===== src/rtl/bwu_pkg.sv =====
package bwu_pkg;
   typedef enum logic [1:0] {
      ST_ARMED  = 2'd0,
      ST_COUNT  = 2'd1,
      ST_FROZEN = 2'd2
   } bwu_state_e;

   localparam logic [1:0] SEL_PATTERN = 2'd0;
   localparam logic [1:0] SEL_MASK    = 2'd1;
   localparam logic [1:0] SEL_CTRL    = 2'd2;
   localparam logic [1:0] SEL_DELAY   = 2'd3;

   localparam int CTRL_EN_BIT = 0;
   localparam int CTRL_RD_BIT = 1;
   localparam int CTRL_WR_BIT = 2;
   localparam int CTRL_W      = 3;

   typedef struct packed {
      logic wr_ok;
      logic rd_ok;
      logic en;
   } bwu_ctrl_t;
endpackage


===== src/rtl/bwu_comparator.sv =====
module bwu_comparator
   import bwu_pkg::*;
#(
   parameter int ADDR_W   = 32,
   parameter int WORD_LSB = 2
) (
   input  logic              bus_valid,
   input  logic [ADDR_W-1:0] bus_addr,
   input  logic              bus_write,
   input  logic [ADDR_W-1:0] pattern,
   input  logic [ADDR_W-1:0] mask,
   input  bwu_ctrl_t         ctrl,
   output logic              match
);
   localparam logic [ADDR_W-1:0] WORD_KEEP = {{(ADDR_W-WORD_LSB){1'b1}}, {WORD_LSB{1'b0}}};

   logic [ADDR_W-1:0] diff;
   logic              addr_hit;
   logic              dir_ok;

   generate
      if (WORD_LSB == 0) begin : g_byte_gran
         assign diff = (bus_addr ^ pattern) & mask;
      end else begin : g_word_gran
         assign diff = (bus_addr ^ pattern) & mask & WORD_KEEP;
      end
   endgenerate

   assign addr_hit = (diff == '0);
   assign dir_ok   = bus_write ? ctrl.wr_ok : ctrl.rd_ok;
   assign match    = bus_valid & ctrl.en & dir_ok & addr_hit;
endmodule


===== src/rtl/bwu_trigger_ctrl.sv =====
module bwu_trigger_ctrl
   import bwu_pkg::*;
#(
   parameter int NUM_WP = 2,
   parameter int DLY_W  = 8
) (
   input  logic              clk,
   input  logic              rst_n,
   input  logic              clear,
   input  logic              bus_valid,
   input  logic [NUM_WP-1:0] match_vec,
   input  logic [DLY_W-1:0]  break_dly,
   output logic [NUM_WP-1:0] hit_status,
   output logic              freeze,
   output logic              halt,
   output logic              armed
);
   bwu_state_e       state;
   logic [DLY_W-1:0] cnt;

   assign armed = (state == ST_ARMED);

   always_ff @(posedge clk or negedge rst_n) begin
      if (!rst_n) begin
         state      <= ST_ARMED;
         cnt        <= '0;
         hit_status <= '0;
         freeze     <= 1'b0;
         halt       <= 1'b0;
      end else if (clear) begin
         state      <= ST_ARMED;
         cnt        <= '0;
         hit_status <= '0;
         freeze     <= 1'b0;
         halt       <= 1'b0;
      end else begin
         case (state)
            ST_ARMED: begin
               if (|match_vec) begin
                  hit_status <= match_vec;
                  if (break_dly == '0) begin
                     freeze <= 1'b1;
                     state  <= ST_FROZEN;
                  end else begin
                     cnt   <= break_dly;
                     state <= ST_COUNT;
                  end
               end
            end
            ST_COUNT: begin
               if (bus_valid) begin
                  cnt <= cnt - 1'b1;
                  if (cnt == DLY_W'(1)) begin
                     freeze <= 1'b1;
                     halt   <= 1'b1;
                     state  <= ST_FROZEN;
                  end
               end
            end
            default: state <= ST_FROZEN;
         endcase
      end
   end

   assert_halt_implies_freeze_R8: assert property (@(posedge clk) disable iff (!rst_n)
      halt |-> freeze);
   assert_zero_delay_no_halt_R7: assert property (@(posedge clk) disable iff (!rst_n)
      ($rose(freeze) && break_dly == '0) |-> !halt);
   assert_sticky_after_freeze_R9: assert property (@(posedge clk) disable iff (!rst_n)
      (freeze && !clear) |=> (freeze && $stable(hit_status) && $stable(halt)));
   assert_clear_rearms_R10: assert property (@(posedge clk) disable iff (!rst_n)
      clear |=> (!freeze && !halt && hit_status == '0 && armed));
endmodule


===== src/rtl/bus_watch_unit.sv =====
module bus_watch_unit
   import bwu_pkg::*;
#(
   parameter int NUM_WP = 4,
   parameter int DLY_W  = 8,
   parameter int IDX_W  = (NUM_WP > 1) ? $clog2(NUM_WP) : 1
) (
   input  logic              clk,
   input  logic              rst_n,
   input  logic              cfg_we,
   input  logic [1:0]        cfg_sel,
   input  logic [IDX_W-1:0]  cfg_idx,
   input  logic [31:0]       cfg_wdata,
   input  logic              bus_valid,
   input  logic [31:0]       bus_addr,
   input  logic              bus_write,
   output logic              trace_freeze,
   output logic              halt_req,
   output logic [NUM_WP-1:0] hit_status
);
   localparam int ADDR_W   = 32;
   localparam int WORD_LSB = 2;

   generate
      if (NUM_WP < 1 || NUM_WP > 64) begin : g_bad_num
         $error("bus_watch_unit: NUM_WP out of range");
      end
      if (DLY_W < 1 || DLY_W > 32) begin : g_bad_dly
         $error("bus_watch_unit: DLY_W out of range");
      end
      if ((1 << IDX_W) < NUM_WP) begin : g_bad_idx
         $error("bus_watch_unit: IDX_W too narrow");
      end
   endgenerate

   logic [ADDR_W-1:0] pat_q  [NUM_WP];
   logic [ADDR_W-1:0] mask_q [NUM_WP];
   bwu_ctrl_t         ctrl_q [NUM_WP];
   logic [DLY_W-1:0]  dly_q;
   logic [NUM_WP-1:0] match_vec;
   logic              armed;

   always_ff @(posedge clk or negedge rst_n) begin
      if (!rst_n) dly_q <= '0;
      else if (cfg_we && cfg_sel == SEL_DELAY) dly_q <= cfg_wdata[DLY_W-1:0];
   end

   genvar gi;
   generate
      for (gi = 0; gi < NUM_WP; gi++) begin : g_wp
         logic sel_me;
         assign sel_me = cfg_we && (cfg_idx == IDX_W'(gi));

         always_ff @(posedge clk or negedge rst_n) begin
            if (!rst_n) begin
               pat_q[gi]  <= '0;
               mask_q[gi] <= '0;
               ctrl_q[gi] <= '0;
            end else if (sel_me) begin
               case (cfg_sel)
                  SEL_PATTERN: pat_q[gi]  <= cfg_wdata;
                  SEL_MASK:    mask_q[gi] <= cfg_wdata;
                  SEL_CTRL:    ctrl_q[gi] <= bwu_ctrl_t'(cfg_wdata[CTRL_W-1:0]);
                  default: ;
               endcase
            end
         end

         bwu_comparator #(
            .ADDR_W  (ADDR_W),
            .WORD_LSB(WORD_LSB)
         ) u_cmp (
            .bus_valid(bus_valid),
            .bus_addr (bus_addr),
            .bus_write(bus_write),
            .pattern  (pat_q[gi]),
            .mask     (mask_q[gi]),
            .ctrl     (ctrl_q[gi]),
            .match    (match_vec[gi])
         );
      end
   endgenerate

   bwu_trigger_ctrl #(
      .NUM_WP(NUM_WP),
      .DLY_W (DLY_W)
   ) u_trig (
      .clk       (clk),
      .rst_n     (rst_n),
      .clear     (cfg_we),
      .bus_valid (bus_valid),
      .match_vec (match_vec),
      .break_dly (dly_q),
      .hit_status(hit_status),
      .freeze    (trace_freeze),
      .halt      (halt_req),
      .armed     (armed)
   );

   assert_hit_latency_R6: assert property (@(posedge clk) disable iff (!rst_n)
      (armed && !cfg_we && |match_vec) |=> (hit_status == $past(match_vec)));
   assert_invalid_no_hit_R5: assert property (@(posedge clk) disable iff (!rst_n)
      (armed && !cfg_we && !bus_valid) |=> (hit_status == '0 && !trace_freeze));
endmodule


===== config.mk =====
export PLATFORM = sky130hd
export DESIGN_NAME = bus_watch_unit
export DESIGN_NICKNAME = d
export VERILOG_FILES = /design/src/rtl/bwu_pkg.sv /design/src/rtl/bwu_comparator.sv /design/src/rtl/bwu_trigger_ctrl.sv /design/src/rtl/bus_watch_unit.sv
export SDC_FILE = /design/constraint.sdc
export NUM_CORES = 1
export LEC_CHECK = 0
export CORE_MARGIN = 2
export CORE_UTILIZATION = 60
export CTS_BUF_LIST = sky130_fd_sc_hd__clkbuf_16
export DETAILED_ROUTE_END_ITERATION = 12
export GPL_ROUTABILITY_DRIVEN = 1
export PLACE_DENSITY = 0.8
export REMOVE_ABC_BUFFERS = 1
export SKIP_CTS_REPAIR_TIMING = 1
export SYNTH_ARGS = -nofsm -noshare
export SYNTH_HDL_FRONTEND = slang
export SYNTH_HIERARCHICAL = 1
export SYNTH_SLANG_ARGS = --single-unit

===== constraint.sdc =====
create_clock -name clk -period 3 [get_ports clk]
set_input_delay 0.3 -clock clk [delete_from_list [all_inputs] [get_ports clk]]
set_output_delay 0.3 -clock clk [all_outputs]
set_load 0.005 [all_outputs]

==> results.json <==
{
  "status": "completed",
  "crit_type": "flop to flop",
  "clockBufferDepth": 3,
  "final_cell_mix": "dfrtp_1, mux2_2, xor2_1",
  "final_area_um2": 14900,
  "drv_slew": 0,
  "tritoncts": "yes",
  "antenna_found_initial": 0,
  "grt_usage_pct": 24.3,
  "cap_violations": 0,
  "arrival_ns": 3.19,
  "area_growth_pct": 16.3,
  "fp.dieArea_um2": 22500,
  "dp_hpwl_mm": 17.1,
  "max_freq_mhz": 364,
  "synthesis.area_um2": 12800,
  "p_sw_share_pct": 26.1,
  "clock_latency_ns": 0.54,
  "critPathMaxFanout": 10,
  "placed_cell_area_um2": 14000,
  "gp_congestion": 0.880,
  "rr_worst_depth": 9,
  "drt-initial-drc-count": 451,
  "regArea_um2": 6910,
  "core.rowCount": 53,
  "maxSlewHeadroom_pct": 45.1,
  "drc": 0,
  "required_ns": 3.44,
  "p_seq_share_pct": 49.3,
  "r2r_end": "u_trig/cnt[4]$_DFFE_PN0P_",
  "final_nets": 1064,
  "drt-total-wl_mm": 26.5,
  "core_area_um2": 21000,
  "worst_pin_slew_ns": 0.823,
  "postSynthAreaPerCell_um2": 14.5,
  "combPwrFrac_pct": 20.1,
  "whs_ns": 0.407,
  "switchingPower_w": 0.00268,
  "hold_path.class": "input port to asynchronous set/reset pin",
  "layout_commonest_cell": "dfrtp_1",
  "io_pins": 79,
  "grt_pass1_vias": 7907,
  "insertedDiodeCount": 0,
  "intPower_w": 0.00758,
  "root_buffer": "clkbuf_16",
  "cp-endpoint": "u_trig/cnt[4]$_DFFE_PN0P_",
  "grt_pass1_wl_mm": 42.9,
  "critPathLaunch": "pat_q[58]$_DFFE_PN0P_",
  "cts_buffers": 28,
  "p_clk_share_pct": 30.6,
  "r2r_setup_slack_ns": 0.25,
  "path_clk_slew_ns": 0.06,
  "leakagePower_nw": 6.89,
  "multi_input_area_um2": 5640,
  "start_util_pct": 61.0,
  "skew_ns": 0.0250,
  "vias": 7489,
  "p_total_w": 0.0103,
  "postSynthCellCount": 880,
  "r2r_start": "pat_q[58]$_DFFE_PN0P_",
  "drive_gt1_share_pct": 35.5,
  "die_w_um": 150,
  "routedWlPerCell_um": 20.7,
  "grt_remaining_overflow": 0,
  "crit_path_end_kind": "flop",
  "yosys_warnings": 6,
  "htreeDepth": 1,
  "firstDrtPassIters": 5,
  "finalCriticalPeriod_ns": 2.75,
  "ir_drop_uv": 505,
  "nFillCells": 1456,
  "finalCritPeriodShare_pct": 91.6,
  "io_buffers": 76,
  "setup_violations": 0,
  "clock-sinks": 276,
  "setup-tns-final_ns": 0,
  "die_h_um": 150,
  "detail-route-antenna-nets": 0,
  "hold_viol": 0,
  "grt_max_degree": 107,
  "via_per_inst": 5.84,
  "rsz0062_at_grt": "no",
  "pwr_density_cell_nw_per_um2": 691,
  "start_kind": "flop"
}
[critical path: stages, from the launching register on]
cell and delay, ns:
dfrtp_1 0.39, xor2_1 0.16, a22o_1 0.23, a221oi_1 0.35, nand4_1 0.26, nor3_2 0.23
or4_1 0.18, o211ai_2 0.22, and2_1 0.32, o32ai_1 0.31
[power groups by stage]
| stage | clock (W) | sequential, W | combinational, W |
|---|---|---|---|
| after floorplan | 0 | 0.00496 | 0.00148 |
| after global placement | 0 | 0.00506 | 0.00200 |
| after detailed placement | 0 | 0.00511 | 0.00206 |
| after CTS | 0.00320 | 0.00506 | 0.00208 |
| after global routing | 0.00337 | 0.00516 | 0.00225 |
| final | 0.00314 | 0.00507 | 0.00207 |
[how the worst min path moves through the flow]
stage                     start                      to  slack (ns)  cells past startpoint
final                     rst_n  pat_q[124]$_DFFE_PN0P_        0.41                      2
after global routing      rst_n    pat_q[2]$_DFFE_PN0P_        0.48                      2
after CTS                 rst_n   ctrl_q[2]$_DFFE_PN0P_       -0.15                      1
after detailed placement  rst_n  mask_q[60]$_DFFE_PN0P_        0.41                      1
after global placement    rst_n   pat_q[28]$_DFFE_PN0P_        0.41                      1
after floorplan           rst_n   ctrl_q[0]$_DFFE_PN0P_       0.004                      0
[sequential cells by signal, indices dropped and copies added (netlist names)]
signal,count
pat_q,120
u_trig/cnt,8
u_trig/state,2
u_trig/halt,1
mask_q,120
ctrl_q,12
dly_q,8
u_trig/freeze,1
u_trig/hit_status,4
[stage by stage]
| stage | instances | utilization, % | setup slack [ns] |
|---|---|---|---|
| global route | 1282 | 71.0 | 0.0806 |
| finish | 1282 | 71.0 | 0.252 |
| CTS | 1281 | 70.9 | 0.331 |
| global placement | 1233 | 67.0 | -0.0962 |
| detailed placement | 1233 | 67.0 | -0.182 |
| floorplan | 842 | - | 0.707 |
[area by class of cell]
type                    count  share of cell area [%]
well taps                 275                    2.31
clock inverters            20                   0.825
multi-input cells         558                    37.9
clock buffers              28                    4.71
repair buffers            117                    7.57
inverters                   8                   0.202
flip-flops and latches    276                    46.5
[routing by layer]
metal / wire, µm / track usage [%] / vias to the layer above
met5: 0 / 0 / -
met4: 484 / 5.28 / 0
met3: 1190 / 3.23 / 33
met2: 12600 / 39.8 / 159
met1: 12200 / 34.9 / 3882
li1: - / - / 3415
No activity file was read; power rests on OpenSTA's default activity.
